--- config.mk ---
export PLATFORM = sky130hd
export DESIGN_NAME = osc_fail_detect
export DESIGN_NICKNAME = d
export VERILOG_FILES = /design/src/rtl/ofd_pkg.sv /design/src/rtl/ofd_edge_sync.sv /design/src/rtl/ofd_period_cnt.sv /design/src/rtl/ofd_fail_fsm.sv /design/src/rtl/ofd_ctrl_regs.sv /design/src/rtl/osc_fail_detect.sv
export SDC_FILE = /design/constraint.sdc
export NUM_CORES = 1
export LEC_CHECK = 0
export ABC_AREA = 0
export BUFFER_PORTS_ARGS = -buffer_cell sky130_fd_sc_hd__buf_2
export CORE_MARGIN = 1
export CORE_UTILIZATION = 49
export CTS_BUF_LIST = sky130_fd_sc_hd__clkbuf_4 sky130_fd_sc_hd__clkbuf_8 sky130_fd_sc_hd__clkbuf_16
export DETAILED_ROUTE_END_ITERATION = 12
export PLACE_DENSITY_LB_ADDON = 0.25
export REMOVE_ABC_BUFFERS = 1
export SLEW_MARGIN = 30
export SYNTH_ARGS = -nofsm -noshare
export SYNTH_HDL_FRONTEND = slang
export SYNTH_SLANG_ARGS = --single-unit
--- constraint.sdc ---
create_clock -name bk_clk -period 2.56 [get_ports bk_clk]
set_input_delay 0.768 -clock bk_clk [delete_from_list [all_inputs] [get_ports bk_clk]]
set_output_delay 0.768 -clock bk_clk [all_outputs]
set_load 0.1 [all_outputs]
--- src/rtl/ofd_pkg.sv ---
// Shared types for the oscillator failure detector.
package ofd_pkg;
    typedef enum logic {
        ST_WATCH  = 1'b0,
        ST_FAILED = 1'b1
    } ofd_state_t;
endpackage

--- src/rtl/ofd_edge_sync.sv ---
// Brings the crystal clock into the backup domain as data and emits a
// one-cycle pulse for each rising edge.
// Assumes: the crystal runs well below half the backup clock rate near
// the threshold, so each level lasts at least one backup cycle.
module ofd_edge_sync #(
    parameter int STAGES = 2
) (
    input  logic clk,
    input  logic rst_n,
    input  logic din,
    output logic rise
);
    localparam int DEPTH = STAGES + 1;

    logic [DEPTH-1:0] shr;

    // Synchroniser chain followed by one history stage for edge detection
    genvar g;
    generate
        for (g = 0; g < DEPTH; g++) begin : g_stage
            if (g == 0) begin : g_first
                always_ff @(posedge clk) begin
                    if (!rst_n) shr[0] <= 1'b0;
                    else        shr[0] <= din;
                end
            end else begin : g_next
                always_ff @(posedge clk) begin
                    if (!rst_n) shr[g] <= 1'b0;
                    else        shr[g] <= shr[g-1];
                end
            end
        end
    endgenerate

    assign rise = shr[STAGES-1] & ~shr[STAGES];

    // an edge pulse never lasts two cycles
    rise_single_chk: assert property (@(posedge clk) disable iff (!rst_n)
        rise |=> !rise);
endmodule

--- src/rtl/ofd_period_cnt.sv ---
// Counts backup-clock cycles since the last crystal rising edge and
// saturates at all ones. The count is held at zero while checking is inactive.
// Assumes: rise is a single-cycle pulse from the edge synchroniser.
module ofd_period_cnt #(
    parameter int CNT_W = 16
) (
    input  logic             clk,
    input  logic             rst_n,
    input  logic             active,
    input  logic             rise,
    output logic [CNT_W-1:0] cnt
);
    localparam logic [CNT_W-1:0] CNT_MAX = '1;

    // Gap counter: restart on edge, count up, saturate at the top value
    always_ff @(posedge clk) begin
        if (!rst_n || !active)   cnt <= '0;
        else if (rise)           cnt <= '0;
        else if (cnt != CNT_MAX) cnt <= cnt + 1'b1;
    end

    // the count changes only by one step up, a restart or a hold
    cnt_step_chk: assert property (@(posedge clk) disable iff (!rst_n)
        (cnt != '0) |-> ((cnt == $past(cnt) + 1'b1) || (cnt == CNT_MAX)));
endmodule

--- src/rtl/ofd_fail_fsm.sv ---
// Failure state machine. It enters the failed state when the gap count
// passes the limit. It leaves again after RECOVER_N consecutive crystal
// edges that each arrive within the limit.
// Assumes: cnt comes from ofd_period_cnt, and limit stays below the top count.
module ofd_fail_fsm
    import ofd_pkg::*;
#(
    parameter int CNT_W     = 16,
    parameter int RECOVER_N = 4
) (
    input  logic             clk,
    input  logic             rst_n,
    input  logic             en,
    input  logic             active,
    input  logic             rise,
    input  logic [CNT_W-1:0] cnt,
    input  logic [CNT_W-1:0] limit,
    output logic             fail_rst,
    output logic             fail_enter
);
    localparam int GOOD_W = (RECOVER_N < 2) ? 1 : $clog2(RECOVER_N + 1);
    localparam logic [GOOD_W-1:0] GOOD_LAST = GOOD_W'(RECOVER_N - 1);

    ofd_state_t        st;
    logic [GOOD_W-1:0] good;
    logic              slow;

    assign slow = (cnt > limit);

    // State and good-edge run counter
    always_ff @(posedge clk) begin
        if (!rst_n || !en) begin
            st   <= ST_WATCH;
            good <= '0;
        end else begin
            case (st)
                ST_WATCH: begin
                    if (active && slow) begin
                        st   <= ST_FAILED;
                        good <= '0;
                    end
                end
                default: begin
                    if (slow) begin
                        good <= '0;
                    end else if (rise) begin
                        if (good == GOOD_LAST) begin
                            st   <= ST_WATCH;
                            good <= '0;
                        end else begin
                            good <= good + 1'b1;
                        end
                    end
                end
            endcase
        end
    end

    assign fail_rst   = (st == ST_FAILED);
    assign fail_enter = rst_n && en && (st == ST_WATCH) && active && slow;


    rise_needs_slow_chk: assert property (@(posedge clk) disable iff (!rst_n)
        $rose(fail_rst) |-> $past(cnt > limit));


    release_on_edge_chk: assert property (@(posedge clk) disable iff (!rst_n)
        $fell(fail_rst) |-> $past(rise || !en || !rst_n));
endmodule

--- src/rtl/ofd_ctrl_regs.sv ---
// Arming bit and sticky failure flag, each with its own clearing rules.
// Assumes: both resets are synchronous and active low, and por_n takes priority.
module ofd_ctrl_regs (
    input  logic clk,
    input  logic por_n,
    input  logic pfr_n,
    input  logic en_wr,
    input  logic en_wdata,
    input  logic flag_clr,
    input  logic fail_enter,
    output logic det_en,
    output logic fail_flag
);
    // Arming bit: cleared by either reset, otherwise set or cleared by software
    always_ff @(posedge clk) begin
        if (!por_n || !pfr_n) det_en <= 1'b0;
        else if (en_wr)       det_en <= en_wdata;
    end

    // Sticky flag: a new failure wins over a clear in the same cycle
    always_ff @(posedge clk) begin
        if (!por_n)          fail_flag <= 1'b0;
        else if (fail_enter) fail_flag <= 1'b1;
        else if (flag_clr)   fail_flag <= 1'b0;
    end


    flag_clear_src_chk: assert property (@(posedge clk) disable iff (!por_n)
        $fell(fail_flag) |-> $past(flag_clr || !por_n));


    en_clear_src_chk: assert property (@(posedge clk) disable iff (!por_n)
        $fell(det_en) |-> $past((en_wr && !en_wdata) || !pfr_n || !por_n));
endmodule

--- src/rtl/osc_fail_detect.sv ---
// Top level of the oscillator failure detector. Everything runs on the
// backup clock. The crystal is sampled as data, and the gap between its
// edges is compared with a software-set limit.
// Assumes: bk_clk keeps running while the crystal is slow or stopped.
module osc_fail_detect #(
    parameter int CNT_W       = 16,
    parameter int RECOVER_N   = 4,
    parameter int SYNC_STAGES = 2
) (
    input  logic             bk_clk,
    input  logic             por_n,
    input  logic             pfr_n,
    input  logic             xtal_in,
    input  logic             stop_mode,
    input  logic             en_wr,
    input  logic             en_wdata,
    input  logic             flag_clr,
    input  logic [CNT_W-1:0] limit,
    output logic             det_en,
    output logic             fail_rst,
    output logic             fail_flag
);
    logic             core_rst_n;
    logic             active;
    logic             rise;
    logic             fail_enter;
    logic [CNT_W-1:0] cnt;

    assign core_rst_n = por_n & pfr_n;
    assign active     = det_en & ~stop_mode;

    ofd_edge_sync #(.STAGES(SYNC_STAGES)) u_sync (
        .clk (bk_clk),
        .rst_n (por_n),
        .din (xtal_in),
        .rise (rise)
    );

    ofd_period_cnt #(.CNT_W(CNT_W)) u_cnt (
        .clk (bk_clk),
        .rst_n (core_rst_n),
        .active (active),
        .rise (rise),
        .cnt (cnt)
    );

    ofd_fail_fsm #(.CNT_W(CNT_W), .RECOVER_N(RECOVER_N)) u_fsm (
        .clk (bk_clk),
        .rst_n (core_rst_n),
        .en (det_en),
        .active (active),
        .rise (rise),
        .cnt (cnt),
        .limit (limit),
        .fail_rst (fail_rst),
        .fail_enter (fail_enter)
    );

    ofd_ctrl_regs u_regs (
        .clk (bk_clk),
        .por_n (por_n),
        .pfr_n (pfr_n),
        .en_wr (en_wr),
        .en_wdata (en_wdata),
        .flag_clr (flag_clr),
        .fail_enter (fail_enter),
        .det_en (det_en),
        .fail_flag (fail_flag)
    );


    no_fail_in_stop_chk: assert property (@(posedge bk_clk) disable iff (!por_n)
        $rose(fail_rst) |-> $past(!stop_mode && det_en));


    flag_with_fail_chk: assert property (@(posedge bk_clk) disable iff (!por_n)
        $rose(fail_rst) |-> fail_flag);


    disarm_release_chk: assert property (@(posedge bk_clk) disable iff (!por_n)
        !det_en |=> !fail_rst);
endmodule

### Word level (Yosys, flattened, before mapping)

Index checks and enable logic that the tools add are counted.

| word-level totals | value |
|---|---|
| register bits | 25 |
| input port bits | 24 |

| operators by class | value |
|---|---|
| add/sub/neg operators | 2 |
| order comparisons | 1 |
| equal/unequal tests | 3 |
| mux-type cells | 12 |
| bitwise operators | 6 |
| reductions and logical operators | 17 |

Operators by type and width:

| cell | count |
|---|---|
| $add A16 B1 Y16 const B | 1 |
| $gt A16 B16 Y1 | 1 |
| $ne A16 B16 Y1 const B | 1 |
| $mux W3 | 5 |
| $mux W1 | 7 |
| $logic_and A1 B1 Y1 | 5 |
| $logic_not A1 Y1 | 5 |
| $reduce_bool A2 Y1 | 2 |
| $add A3 B1 Y3 const B | 1 |
| $and A1 B1 Y1 | 3 |
| $eq A3 B2 Y1 const B | 1 |
| $logic_or A1 B1 Y1 | 3 |
| $ne A3 B3 Y1 const B | 1 |
| $not A1 Y1 | 3 |
| $reduce_and A2 Y1 | 1 |
| $reduce_or A2 Y1 | 1 |

### Logic depth before layout (Yosys ltp)

Gate-level depths: netlist of run 1.

| depth | value |
|---|---|
| depth after elaboration | 6 |
| depth in mapped cells | 10 |
| depth with buffers taken out | 9 |

### Modules after synthesis

A second synthesis of run 1 with hierarchy kept.

| second synthesis, totals | value |
|---|---|
| cells, all modules | 208 |
| area total of the unflattened synthesis | 1,717.9 um^2 |

By module, submodules not included:

| module | instances | cells an instance | area each (um^2) | seq. area each (um^2) |
|---|---|---|---|---|
| ofd_period_cnt | 1 | 98 | 828.3 | 320.3 |
| ofd_fail_fsm | 1 | 94 | 698.2 | 80.1 |
| ofd_edge_sync | 1 | 7 | 92.6 | 60.1 |
| ofd_ctrl_regs | 1 | 7 | 78.8 | 40.0 |
| osc_fail_detect | 1 | 2 | 20.0 | 0.0 |

### Worst setup path after synthesis of run 1

No wires, ideal clock.

| timing | value |
|---|---|
| kind | input to register |
| start | input limit[15] |
| end | register u_fsm.good[1] |
| arrival time | 2,409 ps |
| slack | 34 ps |
| stages on the path | 9 |
| cells stage by stage | inv_1 -> ha_1 -> nand4_2 -> nor4_2 -> a21boi_1 -> nand3b_1 -> a31oi_1 -> o21bai_2 -> a32o_2 |

| on the way | value |
|---|---|
| cells in the longest elaborated chain, start to end | 4 |
| elaborated cells between the ends (all ways) | 7 |

RTL lines:

| item | line | text |
|---|---|---|
| start, declared | osc_fail_detect.sv:18 | `input logic [CNT_W-1:0] limit,` |
| $gt A16 B16 Y1 (*) | ofd_fail_fsm.sv:28 | `assign slow = (cnt > limit);` |
| $logic_and A1 B1 Y1 | ofd_fail_fsm.sv:38 | `if (active && slow) begin` |
| $reduce_bool A2 Y1 (no line) | -- |  |
| $reduce_and A2 Y1 (no line) | -- |  |
| end signal, assigned | ofd_fail_fsm.sv:51 | `good <= good + 1'b1;` |
| end, declared | ofd_fail_fsm.sv:25 | `logic [GOOD_W-1:0] good;` |

Mark *: on every way between the ends. The rest lies on a longest branch, timed or not.
A chain may end at the register's enable or synchronous reset.

### Final worst setup path of run 1

Same ends and word-level chain as after synthesis.

==> results.sh, run 1 <==
export IMPL_gp_congestion=0.785
export IMPL_crit_fanout=6
export IMPL_min_path_type="reg2reg"
export IMPL_dpl_cell_count=238
export IMPL_grt_pass1_vias=1353
export IMPL_drive_gt1_share_pct=19.0
export IMPL_dieHeight_um=57.5
export IMPL_yosysSeqAreaShare_pct=33.1
export IMPL_globalRouteOverflowTotal=0
export IMPL_dieArea_um2=3310
export IMPL_tritoncts="yes"
export IMPL_fin_cells=242
export IMPL_fin_skew_ns=0.00632
export IMPL_post_cts_setup_buffers=0
export IMPL_syn_inst=181
export IMPL_path_clk_slew_ns=0.15
export IMPL_required_ns=2.81
export IMPL_wl_per_cell_um=13.0
export IMPL_antenna_found_initial=0
export IMPL_cts_buffer_depth=2
export IMPL_maxCapViolations=0
export IMPL_avgViaCountPerCell=5.58
export IMPL_setup_ws_ns=0.212
export IMPL_wl_mm=3.14
export IMPL_hold_viol_final=0
export IMPL_ctsResizeCount=0
export IMPL_synth_top_flop_cell="dfxtp_1"
export IMPL_slew_violations=0
export IMPL_io_buffer_count=26
export IMPL_fp_row_count=19
export IMPL_drt_iter0_markers=60
export IMPL_multi_input_area_um2=923
export IMPL_postRouteAntennaNets=0
export IMPL_area_growth_pct=13.4
export IMPL_failed_checks="design-rule violations"
export IMPL_power_density_nw_per_um2=373
export IMPL_root_buffer="clkbuf_4"
export IMPL_final_common_cell="buf_2"
export IMPL_arrival_ns=2.60
export IMPL_grt_pass1_wl_mm=5.48
export IMPL_peakVddDrop_mv=0.249
export IMPL_vias=1350
export IMPL_status="finished, violations left"
export IMPL_start_kind="input port"
export IMPL_seqCellArea_um2=500
export IMPL_synth_seq_cells=25
export IMPL_crit_path_end_kind="register"
export IMPL_num_fill_cells=258
export IMPL_h_tree_depth=1
export IMPL_min_delay_start="u_sync.shr[0]"
export IMPL_timing_worst_setup_path_type="in2reg"
export IMPL_clk_latency_ns=0.33
export IMPL_critPathLaunch="limit[15]"
export IMPL_min_period_ns=2.35
export IMPL_core_area_um2=2830
export IMPL_slew_headroom_pct=60.6
export IMPL_cts_hold_buf=0
export IMPL_synth_edff_count=0
export IMPL_grt_max_degree=17
export IMPL_async_flop_share_pct=0
export IMPL_syn_avg_cell_area_um2=8.34
export IMPL_max_freq_mhz=426
export IMPL_cts_buffers_inserted=3
export IMPL_die_w_um=57.5
export IMPL_antennaDiodeCount=0
export IMPL_syn_area_um2=1510
export IMPL_initial_core_util_pct=53.4
export IMPL_dp_hpwl_mm=2.50
export IMPL_yosys_warnings=0
export IMPL_ios=27
export IMPL_synthDistinctLibCells=37
export IMPL_leakage_uw=0.000763
export IMPL_drc=2
export IMPL_mostFrequentLayoutCells="buf_2 (26), dfxtp_1 (25), inv_1 (18), nor2_1 (18), ha_1 (18)"
export IMPL_clock_sinks=25
export IMPL_preCtsSetupSlack_ns=-0.154
export IMPL_worstMarginPinSlew_ns=0.590
export IMPL_rsz0062_at_grt="no"
export IMPL_finalCritPeriodShare_pct=91.7
export IMPL_grtUsageTotal_pct=21.1
export IMPL_first_pass_iters=8
export IMPL_nets=254
export IMPL_r2r_start="u_cnt.cnt[15]"
export IMPL_setup_viol=0
-- worst max-delay path: stages --
cell and delay, ns:
buf_2 0.08, inv_1 0.04, ha_1 0.32, nand4_2 0.15, nor4_2 0.32, a21boi_1 0.18, nand3b_1 0.13, and2_1 0.27
o21bai_2 0.09, a32o_2 0.26
-- cell type report --
type                            count  share of cell area, %
Sequential cell                    25                   29.2
Clock buffer                        3                   1.31
Inverter                           18                   3.94
Timing Repair Buffer               29                   8.91
Multi-Input combinational cell    135                   53.9
Clock inverter                      1                  0.438
Tap cell                           31                   2.26
-- path summary, 6_finish.rpt --
kind | depth (start not counted) | end | slack, ns
worst max-delay path | 10 | u_fsm.good[1] | 0.21
worst min-delay path | 1 | u_sync.shr[1] | 0.45
worst max register to register | 8 | u_fsm.good[1] | 0.36
worst min register to register | 1 | u_sync.shr[1] | 0.45
-- cell usage after synthesis, types with 3 or more instances --
cell | number | area, µm²
nor3_1 | 8 | 40.0
nand4_1 | 3 | 18.8
ha_1 | 18 | 225
xor2_1 | 6 | 52.6
xnor2_1 | 3 | 26.3
o21ai_0 | 4 | 20.0
nor2_1 | 18 | 67.6
inv_1 | 18 | 67.6
nand3_1 | 10 | 50.1
dfxtp_1 | 25 | 500
and4_1 | 4 | 35.0
nand2_1 | 16 | 60.1
and2_1 | 4 | 25.0
a21oi_1 | 12 | 60.1
-- sequential cells by signal (all words and copies together) (netlist names) --
name,count
u_cnt.cnt,16
u_fsm.fail_rst,1
u_fsm.good,3
u_regs.det_en,1
u_regs.fail_flag,1
u_sync.shr,3
-- metrics by stage --
stage	cell area, µm²	util (%)	hold WS, ns	TNS [ns]	power, µW
after CTS	1710	60.5	0.457	0	647
final	1710	60.5	0.455	0	639
after global routing	1710	60.5	0.464	0	666
after floorplan	1490	-	0.412	0	429
after global placement	1680	59.5	0.418	-0.0786	452
after detailed placement	1680	59.5	0.421	-0.435	456
-- per-layer routing --
| layer | up-vias | share of wire (%) | global-route usage (%) |
|---|---|---|---|
| met1 | 625 | 47 | 24.8 |
| met2 | 26 | 47 | 36.5 |
| met5 | - | 0 | 0 |
| li1 | 690 | - | - |
| met4 | 0 | 2.0 | 11.5 |
| met3 | 9 | 3.6 | 3.40 |
-- power by group --
part           total (µW)  internal (µW)  switching, µW
combinational        54.6           26.5           28.2
clock                 191           59.9            132
sequential            393            392           1.02
total                 639            478            161
-- kinds of logic after synthesis --
family	count (synthesis)	synth area share (%)
buffers and inverters	21	5.72
AOI/OAI and AO/OA	29	12.7
muxes	2	1.33
DFF	25	33.1
adders and majority gates	18	14.9
and+or+nand+nor	77	27.0
xor gates and xnor gates	9	5.22
No activity file was read; power rests on OpenSTA's default activity.
==> run 2, diff against run 1 <==
--- a/config.mk
+++ b/config.mk
@@ -7,8 +7,10 @@
 export LEC_CHECK = 0
 export ABC_AREA = 0
 export BUFFER_PORTS_ARGS = -buffer_cell sky130_fd_sc_hd__buf_2
+export CELL_PAD_IN_SITES_DETAIL_PLACEMENT = 0
+export CELL_PAD_IN_SITES_GLOBAL_PLACEMENT = 2
 export CORE_MARGIN = 1
-export CORE_UTILIZATION = 49
+export CORE_UTILIZATION = 29
 export CTS_BUF_LIST = sky130_fd_sc_hd__clkbuf_4 sky130_fd_sc_hd__clkbuf_8 sky130_fd_sc_hd__clkbuf_16
 export DETAILED_ROUTE_END_ITERATION = 12
 export PLACE_DENSITY_LB_ADDON = 0.25
==> results.sh, run 2 (synthesis results as in run 1) <==
export IMPL_drt_iter0_markers=69
export IMPL_final_common_cell="buf_2"
export IMPL_grt_max_degree=17
export IMPL_rsz0062_at_grt="no"
export IMPL_arrival_ns=2.59
export IMPL_dieHeight_um=74.2
export IMPL_antenna_found_initial=0
export IMPL_clk_latency_ns=0.27
export IMPL_num_fill_cells=523
export IMPL_clock_sinks=25
export IMPL_total_power_uw=702
export IMPL_cp_endpoint="u_fsm.good[1]"
export IMPL_r2r_start="u_cnt.cnt[13]"
export IMPL_crit_path_cell_trace="buf_2 > inv_1 > ha_1 > nand4_1 > nor4_4 > a21boi_2 > nand3b_1 > a31oi_2 > o21bai_4 > a32o_2"
export IMPL_cts_buffers_inserted=3
export IMPL_vias=1344
export IMPL_min_path_type="reg2reg"
export IMPL_root_buffer="clkbuf_8"
export IMPL_cts_buffer_depth=2
export IMPL_dp_hpwl_mm=2.62
export IMPL_postRouteAntennaNets=0
export IMPL_h_tree_depth=1
export IMPL_finalCritPeriodShare_pct=94.4
export IMPL_globalRouteOverflowTotal=0
export IMPL_min_period_ns=2.42
export IMPL_timing_worst_setup_path_type="in2reg"
export IMPL_worstMarginPinSlew_ns=0.639
export IMPL_cpMaxStageDelayCell="nor4_4"
export IMPL_grt_pass1_vias=1234
export IMPL_drive_gt1_share_pct=22.6
export IMPL_cts_hold_buf=0
export IMPL_dieArea_um2=5500
export IMPL_max_freq_mhz=414
export IMPL_r2r_slack_ns=0.37
export IMPL_status="complete, no violations"
export IMPL_leakage_uw=0.000787
export IMPL_ios=27
export IMPL_postPlaceCellArea_um2=1730
export IMPL_nets=255
export IMPL_min_delay_start="u_sync.shr[0]"
export IMPL_die_w_um=74.2
export IMPL_antennaDiodeCount=0
export IMPL_slew_headroom_pct=57.4
export IMPL_top_register="u_cnt.cnt"
export IMPL_crit_fanout=3
export IMPL_peakVddDrop_mv=0.211
export IMPL_largest_reg_flops=16
export IMPL_reg2reg_depth=9
export IMPL_io_buffer_count=26
export IMPL_hold_viol_final=0
export IMPL_crit_path_end_kind="register"
export IMPL_grtUsageTotal_pct=13.2
export IMPL_slew_violations=0
export IMPL_timing_rr_end="u_fsm.good[0]"
export IMPL_maxCapViolations=0
export IMPL_start_kind="input port"
export IMPL_gp_congestion=0.702
export IMPL_max_stage_delay_ns=0.33
export IMPL_fin_skew_ns=0.00589
export IMPL_fp_row_count=25
export IMPL_core_area_um2=4880
export IMPL_final_area_um2=1880
export IMPL_initial_core_util_pct=30.9
export IMPL_tritoncts="yes"
export IMPL_power_density_nw_per_um2=372
export IMPL_wl_per_cell_um=12.1
export IMPL_critPathLaunch="limit[7]"
export IMPL_path_depth=10
export IMPL_grt_pass1_wl_mm=5.58
export IMPL_setup_viol=0
export IMPL_whs_ns=0.452
export IMPL_avgViaCountPerCell=4.82
export IMPL_first_pass_iters=4
export IMPL_area_growth_pct=24.8
export IMPL_path_clk_slew_ns=0.09
export IMPL_drc=0
export IMPL_required_ns=2.73
export IMPL_wl_mm=3.37
export IMPL_top_regs="u_cnt.cnt x16, u_fsm.good x3, u_sync.shr x3"
export IMPL_mostFrequentLayoutCells="buf_2 (26), dfxtp_1 (25), inv_1 (18), nor2_1 (18), nand2_1 (16)"
export IMPL_critPathBufInv=2
export IMPL_cpLargestDelayFamily="compound AO/OA/AOI/OAI gates"
==> run 2: worst reg2reg max path: stages, from the launching register on <==
cell and delay [ns]:
dfxtp_1 0.48, ha_4 0.26, nand4_4 0.10, buf_4 0.13
nor2_1 0.05, nor4_2 0.31, nand3b_1 0.15, and2_4 0.22
a2111oi_4 0.32, a31o_1 0.14
==> run 2: power breakdown <==
part	switching (µW)	total (µW)	internal, µW
Sequential	1.21	392	391
Clock	126	248	122
Combinational	31.5	61.3	29.8
Total	159	702	543
==> run 2: layout make-up <==
type / count / area, µm² / area share (%)
flip-flops and latches: 25 / 500 / 26.6
multi-input cells: 135 / 1020 / 54.3
well taps: 67 / 83.8 / 4.45
repair buffers: 30 / 160 / 8.50
clock buffers: 4 / 48.8 / 2.59
inverters: 18 / 67.6 / 3.59
==> run 2: metrics by stage <==
stage / instances / util [%] / setup WS (ns) / TNS, ns
after floorplan: 178 / - / 0.0337 / 0
after global placement: 274 / 35.4 / -0.109 / -0.225
after detailed placement: 274 / 35.4 / -0.212 / -0.683
after CTS: 278 / 36.4 / 0.0823 / 0
after global routing: 279 / 38.6 / 0.0241 / 0
final: 279 / 38.6 / 0.142 / 0
==> run 2: layer usage <==
metal,GRT usage [%],up-vias,share of wire [%]
met5,0,-,0
met4,3.21,0,0.65
met3,2.85,2,3.3
met2,21.5,27,46
met1,17.7,620,50
li1,-,695,-
==> run 2: worst min-delay path by stage <==
stage,to,slack (ns),cells past startpoint
detailed placement,u_sync.shr[1],0.44,1
global route,u_sync.shr[1],0.47,1
finish,u_sync.shr[1],0.45,1
global placement,u_sync.shr[1],0.42,1
floorplan,u_sync.shr[1],0.41,1
CTS,u_sync.shr[1],0.46,1
==> run 2: repair_timing <==
item	CTS	global route
setup endpoints to repair	0	4
setup buffers	0	1
gates resized for setup	0	12
